**src/rtl/pwm_steer_pkg.sv**
```systemverilog
// Package: shared types for the PWM output steering stage.
// Assumes: the pair mode field is 2 bits wide.
package pwm_steer_pkg;

    typedef enum logic [1:0] {
        PM_INDEP = 2'b00,
        PM_COMPL = 2'b01,
        PM_SYNC  = 2'b10,
        PM_RSVD  = 2'b11
    } pair_mode_e;

endpackage

```
**src/rtl/pwm_pair_mux.sv**
```systemverilog
// Module: pwm_pair_mux
// Selects, for each even/odd channel pair, whether the odd channel keeps
// its own raw signal or mirrors its even partner (synchronous mode).
// Assumes: complementary waveforms are formed upstream, so that mode and
// the reserved code pass signals through unchanged.
module pwm_pair_mux
    import pwm_steer_pkg::*;
#(
    parameter int NUM_PAIRS = 3,
    localparam int NUM_CH = 2 * NUM_PAIRS
) (
    input  logic [NUM_CH-1:0] raw_i,
    input  pair_mode_e        mode_i,
    output logic [NUM_CH-1:0] paired_o
);

    logic mirror;

    // Purpose: decide once whether odd channels follow their partner.
    always_comb begin
        mirror = (mode_i == PM_SYNC);
    end

    for (genvar p = 0; p < NUM_PAIRS; p++) begin : g_pair
        // Purpose: even channel passes, odd channel picks its source.
        always_comb begin
            paired_o[2*p]   = raw_i[2*p];
            paired_o[2*p+1] = mirror ? raw_i[2*p] : raw_i[2*p+1];
        end
    end

endmodule

```
**src/rtl/pwm_chan_shape.sv**
```systemverilog
// Module: pwm_chan_shape
// Per-channel mask then polarity: a masked channel takes its programmed
// level, and the result is inverted when the polarity bit is set.
// Assumes: mask and polarity controls are stable software registers.
module pwm_chan_shape #(
    parameter int NUM_CH = 6
) (
    input  logic [NUM_CH-1:0] sig_i,
    input  logic [NUM_CH-1:0] mask_en_i,
    input  logic [NUM_CH-1:0] mask_lvl_i,
    input  logic [NUM_CH-1:0] pol_inv_i,
    output logic [NUM_CH-1:0] shaped_o
);

    for (genvar c = 0; c < NUM_CH; c++) begin : g_ch
        logic masked;

        // Purpose: mask step replaces the generator level.
        always_comb begin
            masked = mask_en_i[c] ? mask_lvl_i[c] : sig_i[c];
        end

        // Purpose: polarity step, applied after masking.
        always_comb begin
            shaped_o[c] = masked ^ pol_inv_i[c];
        end
    end

endmodule

```
**src/rtl/pwm_pin_reg.sv**
```systemverilog
// Module: pwm_pin_reg
// Final override selection and the pin register.
// Assumes: the override level is already the wanted pin level, so no
// polarity is applied to it.
module pwm_pin_reg #(
    parameter int NUM_CH = 6
) (
    input  logic              clk,
    input  logic              rst_n,
    input  logic [NUM_CH-1:0] shaped_i,
    input  logic              ovr_act_i,
    input  logic [NUM_CH-1:0] ovr_lvl_i,
    output logic [NUM_CH-1:0] pin_o
);

    logic [NUM_CH-1:0] next_pin;

    // Purpose: override has priority over the shaped path.
    always_comb begin
        next_pin = ovr_act_i ? ovr_lvl_i : shaped_i;
    end

    // Purpose: register pin levels, synchronous active-low reset.
    always_ff @(posedge clk) begin
        if (!rst_n) begin
            pin_o <= '0;
        end else begin
            pin_o <= next_pin;
        end
    end

endmodule

```
**src/rtl/pwm_out_steer.sv**
```systemverilog
// Module: pwm_out_steer (top)
// Six-channel PWM output steering: pairing, mask, polarity, override,
// then one register stage to the pins.
// Assumes: all controls come from registers in the system clock domain.
module pwm_out_steer
    import pwm_steer_pkg::*;
#(
    parameter int NUM_PAIRS = 3,
    localparam int NUM_CH = 2 * NUM_PAIRS
) (
    input  logic              clk,
    input  logic              rst_n,
    input  logic [NUM_CH-1:0] raw_pwm,
    input  logic [1:0]        pair_mode,
    input  logic [NUM_CH-1:0] mask_en,
    input  logic [NUM_CH-1:0] mask_lvl,
    input  logic [NUM_CH-1:0] pol_inv,
    input  logic              ovr_act,
    input  logic [NUM_CH-1:0] ovr_lvl,
    output logic [NUM_CH-1:0] pin_out
);

    pair_mode_e        mode_q;
    logic [NUM_CH-1:0] paired;
    logic [NUM_CH-1:0] shaped;

    // Purpose: view the raw mode bits as the enumerated type.
    always_comb begin
        mode_q = pair_mode_e'(pair_mode);
    end

    pwm_pair_mux #(.NUM_PAIRS(NUM_PAIRS)) u_pair (
        .raw_i    (raw_pwm),
        .mode_i   (mode_q),
        .paired_o (paired)
    );

    pwm_chan_shape #(.NUM_CH(NUM_CH)) u_shape (
        .sig_i      (paired),
        .mask_en_i  (mask_en),
        .mask_lvl_i (mask_lvl),
        .pol_inv_i  (pol_inv),
        .shaped_o   (shaped)
    );

    pwm_pin_reg #(.NUM_CH(NUM_CH)) u_pin (
        .clk       (clk),
        .rst_n     (rst_n),
        .shaped_i  (shaped),
        .ovr_act_i (ovr_act),
        .ovr_lvl_i (ovr_lvl),
        .pin_o     (pin_out)
    );

    // reset clears the pins on the next edge
    a_r1_reset_clear: assert property (@(posedge clk)
        !rst_n |=> pin_out == '0);

    // override wins over every other path
    a_r7_override: assert property (@(posedge clk) disable iff (!rst_n)
        ovr_act |=> pin_out == $past(ovr_lvl));

    // plain independent path is a one-cycle copy
    a_r2_passthru: assert property (@(posedge clk) disable iff (!rst_n)
        (pair_mode == 2'b00 && !ovr_act && mask_en == '0 && pol_inv == '0)
        |=> pin_out == $past(raw_pwm));

    for (genvar p = 0; p < NUM_PAIRS; p++) begin : g_pair_chk
        // in synchronous mode the odd pin mirrors its even partner
        a_r3_sync_mirror: assert property (@(posedge clk) disable iff (!rst_n)
            (pair_mode == 2'b10 && !ovr_act && mask_en == '0 && pol_inv == '0)
            |=> pin_out[2*p+1] == pin_out[2*p]);
    end

    for (genvar c = 0; c < NUM_CH; c++) begin : g_ch_chk
        // a masked, non-inverted channel shows the mask level
        a_r5_mask_level: assert property (@(posedge clk) disable iff (!rst_n)
            (!ovr_act && mask_en[c] && !pol_inv[c])
            |=> pin_out[c] == $past(mask_lvl[c]));
        // a masked, inverted channel shows the opposite level
        a_r6_mask_inverted: assert property (@(posedge clk) disable iff (!rst_n)
            (!ovr_act && mask_en[c] && pol_inv[c])
            |=> pin_out[c] != $past(mask_lvl[c]));
    end

endmodule

```
**config.mk**
```make
export PLATFORM = sky130hd
export DESIGN_NAME = pwm_out_steer
export DESIGN_NICKNAME = d
export VERILOG_FILES = /design/src/rtl/pwm_steer_pkg.sv /design/src/rtl/pwm_pair_mux.sv /design/src/rtl/pwm_chan_shape.sv /design/src/rtl/pwm_pin_reg.sv /design/src/rtl/pwm_out_steer.sv
export SDC_FILE = /design/constraint.sdc
export NUM_CORES = 1
export LEC_CHECK = 0
export BUFFER_PORTS_ARGS = -buffer_cell sky130_fd_sc_hd__buf_2
export CORE_AREA = 4 4 41 43
export CTS_CLUSTER_SIZE = 40
export DETAILED_ROUTE_END_ITERATION = 7
export DIE_AREA = 0 0 45 47
export PLACE_DENSITY_LB_ADDON = 0.15
export RECOVER_POWER = 50
export SKIP_LAST_GASP = 1
export SYNTH_ARGS = -nofsm -noshare
export SYNTH_HDL_FRONTEND = slang
export SYNTH_SLANG_ARGS = --single-unit
export TNS_END_PERCENT = 5
```
**constraint.sdc**
```tcl
create_clock -name clk -period 1 [get_ports clk]
set_input_delay 0.1 -clock clk [delete_from_list [all_inputs] [get_ports clk]]
set_output_delay 0.1 -clock clk [all_outputs]
set_load 0.01 [all_outputs]
```
# Word-level counts from Yosys, hierarchy flattened

Cells that the tools add are included.

Bits in registers: 6
Bits of input ports: 35
Output and inout port bits: 6
Word-level logic and storage cells: 18

Equality and inequality tests: 1
Mux-type cells: 10
Bitwise logic cells: 6

Operators by type and width:

| cell               | number |
|---|---|
| $mux 1             | 9 |
| $mux 6             | 1 |
| $xor 1x1->1        | 6 |
| $eq 2x2->1 const B | 1 |

# Depth between registers and ports, before layout

Word-level depth: 5
Gate-level depth with buffers: 4
Depth with buffers taken out: 4

# By module

Synthesis repeated with hierarchy kept, for this count alone.

Cells, all modules: 38
Area total of the unflattened synthesis: 422.9 sq um

By module, submodules not included:

| module         | times used | cells an instance | area each (sq um) | sequential area each (sq um) |
|---|---|---|---|---|
| pwm_pin_reg    | 1          | 19                | 229.0             | 120.1 |
| pwm_chan_shape | 1          | 12                | 112.6             | 0.0 |
| pwm_pair_mux   | 1          | 7                 | 81.3              | 0.0 |

# Worst setup path after synthesis

Ideal clock, no wire load.

Path type: input-to-reg
Start: in raw_pwm[0]
End: reg u_pin.pin_o[1]
Setup time: 0.122 ns
Data arrival time: 0.697 ns
Data required time: 0.878 ns
Slack: 0.181 ns
Stages on the path: 4
Buffers on the path: 0
Cells stage by stage: nor4b_1 > a221oi_2 > xnor2_1 > a21oi_1

Cells in the longest elaborated chain, start to end: 4

RTL lines:

| element                | RTL line             | RTL |
|---|---|---|
| start: declaration     | pwm_out_steer.sv:13  | `input logic [NUM_CH-1:0] raw_pwm,` |
| $mux 1                 | pwm_pair_mux.sv:28   | `paired_o[2*p+1] = mirror ? raw_i[2*p] : raw_i[2*p+1];` |
| $mux 1                 | pwm_chan_shape.sv:20 | `masked = mask_en_i[c] ? mask_lvl_i[c] : sig_i[c];` |
| $xor 1x1->1            | pwm_chan_shape.sv:25 | `shaped_o[c] = masked ^ pol_inv_i[c];` |
| $mux 6                 | pwm_pin_reg.sv:20    | `next_pin = ovr_act_i ? ovr_lvl_i : shaped_i;` |
| end signal: assignment | pwm_pin_reg.sv:28    | `pin_o <= next_pin;` |
| end: declaration       | pwm_pin_reg.sv:13    | `output logic [NUM_CH-1:0] pin_o` |

Every way passes these cells.
A chain may end at the register's enable or synchronous reset.

# Final worst setup path

Start: in mask_en[5]
End: reg u_pin.pin_o[5]

Cells in the longest elaborated chain, start to end: 3

RTL lines:

| element            | RTL line             | RTL |
|---|---|---|
| start: declaration | pwm_out_steer.sv:15  | `input logic [NUM_CH-1:0] mask_en,` |
| $mux 1             | pwm_chan_shape.sv:20 |  |
| $xor 1x1->1        | pwm_chan_shape.sv:25 |  |
| $mux 6             | pwm_pin_reg.sv:20    |  |

Every way passes these cells.

==> key figures <==
Clock tree
  – CTS clk-pin slew, worst paths: around 0.040 ns
  – Clock tree from TritonCTS: built
  – CTS-repair resized insts: 0
  – Number of post-CTS setup repair buffers: 0
  – Post-cts hold buffer count: 0
  – Master cell of the clock root buffer: clkbuf_4
  – Worst-case clock buffer depth: 2
  – CTS buffer count: 3
  – Clock sink total: 6
  – Level count of the clock H-tree: 1

Timing
  – Maximum frequency from static timing analysis: 1279 MHz
  – Final slew viol count: 0
  – Worst-Margin Slew: about 0.37 ns
  – Unrepaired setup endpoints after global routing: no
  – Worst Hold Margin: approximately 0.084 ns
  – Share of the clock period used by the worst path: 0.7816
  – Tightest slew margin relative to the limit: 0.7477
  – Final hold viol count: 0
  – Final Worst Setup Slack: approximately 0.22 ns
  – Period minus WS final: around 0.78 ns
  – Setup TNS after final layout: 0 ns
  – Count of final setup violators: 0

Pwr
  – Net switching share of the total power: 0.2526
  – Proportion of power drawn by flip-flops and latches: 0.390
  – Power density normalized to cell area: ~1100 nW/um^2
  – Part of the total power dissipated in combinational logic: 0.296
  – Leakage power figure: 0.0003299 uW
  – Highest ir drop seen on vdd: 0.0003151 V
  – Net switching power of the design: between 150 and 200 uW
  – Clock network fraction of design power: 0.314
  – Internal power of the cells: a little over 500 uW

Setup path
  – Critical path required time: between 1 and 1.5 ns
  – Endpoint of the most critical setup path: u_pin.pin_o[5]$_SDFF_PN0_
  – Start point of the critical path: mask_en[5]
  – Cells along the critical path: buf_2, nor4b_1, a221oi_2, xnor2_1, a21oi_1
  – Critical path peak fanout: 3
  – Crit path largest cell delay: between 0.3 and 0.4 ns
  – Crit. End Element: register
  – Arr. time, crit path: around 0.90 ns
  – Library cell contributing the largest single delay on the critical path: nor4b_1
  – Crit path launch type: primary input
  – Worst Path Class, Setup: in2reg

Placement
  – Number of I/O port buffers: 40
  – Place WS: -0.04777 ns
  – Hpwl dp: 935.2 um
  – Routability-driven placement congestion ratio: just under 0.7

Global routing
  – Maximum number of pins on one net before global-route repair: 8
  – Global-route wire length before repair: 1.524 mm
  – Final global-route overflow total: 0
  – Initial antenna violation count: 0
  – Aggregate global-route resource usage: 0.1004
  – Vias in the first global route: approximately 420

Finish
  – Number of flip-flops under the largest register name: 6
  – Biggest registers after layout: u_pin.pin_o: 6 flops
  – Fillers: roughly 150
  – Area taken by flip-flops and latches: about 120 um^2
  – Count of inserted antenna diode cells: 0
  – Register with the most flip-flops: u_pin.pin_o
  – Multi-input gate area: around 240 um^2
  – Ratio of cells with drive above 1 in the final layout: 0.5287
  – Area Growth Syn to Fin: 65.56%
  – Nets: between 100 and 150

Synth
  – Post-synthesis instance area: ~380 um^2
  – Seq/Total Area, Yosys: 0.3179
  – Largest family of logic cells by synthesized area: compound AO/OA/AOI/OAI gates
  – Fraction of post-synthesis cell area in the top cell type by area: 0.3179
  – Number of warnings reported in the yosys synthesis log: 0
  – Synthesized-area fraction occupied by and/or/nand/nor cells: 0.1854
  – Post-synthesis cell count: 42
  – Cell types with the largest area share after synthesis: dfxtp_1 (32%), a221oi_2 (12%), mux2i_1 (7.9%)
  – Number of distinct library cell variants in the gate-level netlist after synthesis: 13
  – Xor-xnor portion of the synthesized cell area: 0.1391
  – Net count after synthesis: 77
  – Post-synthesis compound-gate area fraction: 0.2384
  – Share of cell area taken by muxes after synthesis: 0.07947
  – Flip-flop and latch count after synthesis: 6
  – Cell type with the largest total area after synthesis: dfxtp_1
  – Area share of fa/ha/maj cells after synthesis: 0
  – Per-instance average area after synthesis: roughly 9.0 um^2

Die
  – I/O pin count: between 40 and 50
  – Total core area: approximately 1300 um^2
  – Die Outline Area: about 2100 um^2
  – Die boundary width: roughly 45 um
  – Initial core utilization: 0.2904
  – Row cnt: 13
  – Y dimension of the die: around 47 um

Detailed routing
  – Count of antenna-violating nets left after detailed routing: 0
  – DRC violation total after the first TritonRoute iteration: 6
  – 1st-pass router iterations: 4
  – Routed wire per std cell: 10.12 um
  – Vias per cell: roughly 4.5
  – Remaining design rule violation count: 0
  – Total length of routed wires: ~1.0 mm
  – DR vias: about 460

Worst hold path
  – Startpoint of the worst hold path: ovr_lvl[4]
  – Class of the tightest hold or removal check: in2reg

Job
  – Max-cap violation count: 0

Status
  – Run status: finished clean
[kinds of logic after synthesis]
kind of cell | count (synthesis)
XOR/XNOR | 6
flip-flops | 6
multiplexers | 3
AO/OA/AOI/OAI | 12
buffers and inverters | 4
AND/OR/NAND/NOR | 11
[routing by layer]
metal,global-route usage,vias to the layer above,part of all wire
li1,-,243,-
met1,0.1162,194,0.39
met2,0.1638,24,0.50
met3,0.02299,0,0.11
met4,0.07018,0,0
met5,0,-,0
[critical path: cells and delay by family]
kind                      cells  cell delay, ns
AOI/OAI and AO/OA             2            0.15
and+or+nand+nor               1            0.38
xor gates and xnor gates      1            0.15
buffers and inverters         1            0.12
[metrics by stage]
step / cell area (um^2) / std cells / util / total power (uW)
after floorplan: 377.9 / 42 / - / 362.8
after global placement: 611.8 / 99 / 0.4702 / 478.4
after detailed placement: 611.8 / 99 / 0.4702 / 479.2
after CTS: 634.4 / 102 / 0.4875 / 702.3
after global routing: 625.6 / 102 / 0.4808 / 731.4
final: 625.6 / 102 / 0.4808 / 679.8
[worst min path at each step]
| stage | to | slack (ns) | depth (start not counted) |
|---|---|---|---|
| final | u_pin.pin_o[4]$_SDFF_PN0_ | 0.08 | 3 |
| after global routing | u_pin.pin_o[4]$_SDFF_PN0_ | 0.12 | 3 |
| after CTS | u_pin.pin_o[4]$_SDFF_PN0_ | 0.08 | 3 |
| after detailed placement | u_pin.pin_o[4]$_SDFF_PN0_ | 0.33 | 3 |
| after global placement | u_pin.pin_o[0]$_SDFF_PN0_ | 0.34 | 3 |
| after floorplan | u_pin.pin_o[0]$_SDFF_PN0_ | 0.23 | 2 |
[power groups by stage]
stage	sequential, uW	combinational [uW]	clock (uW)
6_report	265	201	213
5_1_grt	267	224	240
4_1_cts	265	211	226
3_5_place_dp	270	210	0
3_3_place_gp	269	209	0
2_1_floorplan	282	80.7	0
[cell usage after synthesis]
cell,count
a21oi_1,3
dfxtp_1,6
nand3_1,3
nor2_1,3
xor2_1,3
nand2_1,1
o21ai_0,6
nor4b_1,3
xnor2_1,3
mux2i_1,3
inv_1,4
a221oi_2,3
nand2b_4,1
[placed cells by master (no fill, tap or decap), drive strengths merged]
cell type / Yosys / layout
mux2i: 3 / 3
o21ai: 6 / 6
xor2: 3 / 3
clkbuf: 0 / 6
buf: 0 / 39
nand3: 3 / 3
xnor2: 3 / 3
nand2: 1 / 1
dfxtp: 6 / 6
nor2: 3 / 3
a21oi: 3 / 3
a221oi: 3 / 3
nand2b: 1 / 1
nor4b: 3 / 3
inv: 4 / 4
[final cells by class]
class                      instances  area share
timing repair buffer              42      0.3400
inverter                           4     0.02400
tap                               15     0.03000
sequential                         6      0.1920
clock buffer                       3     0.03600
multi-input combinational         32      0.3780
No activity file was read; power rests on OpenSTA's default activity.
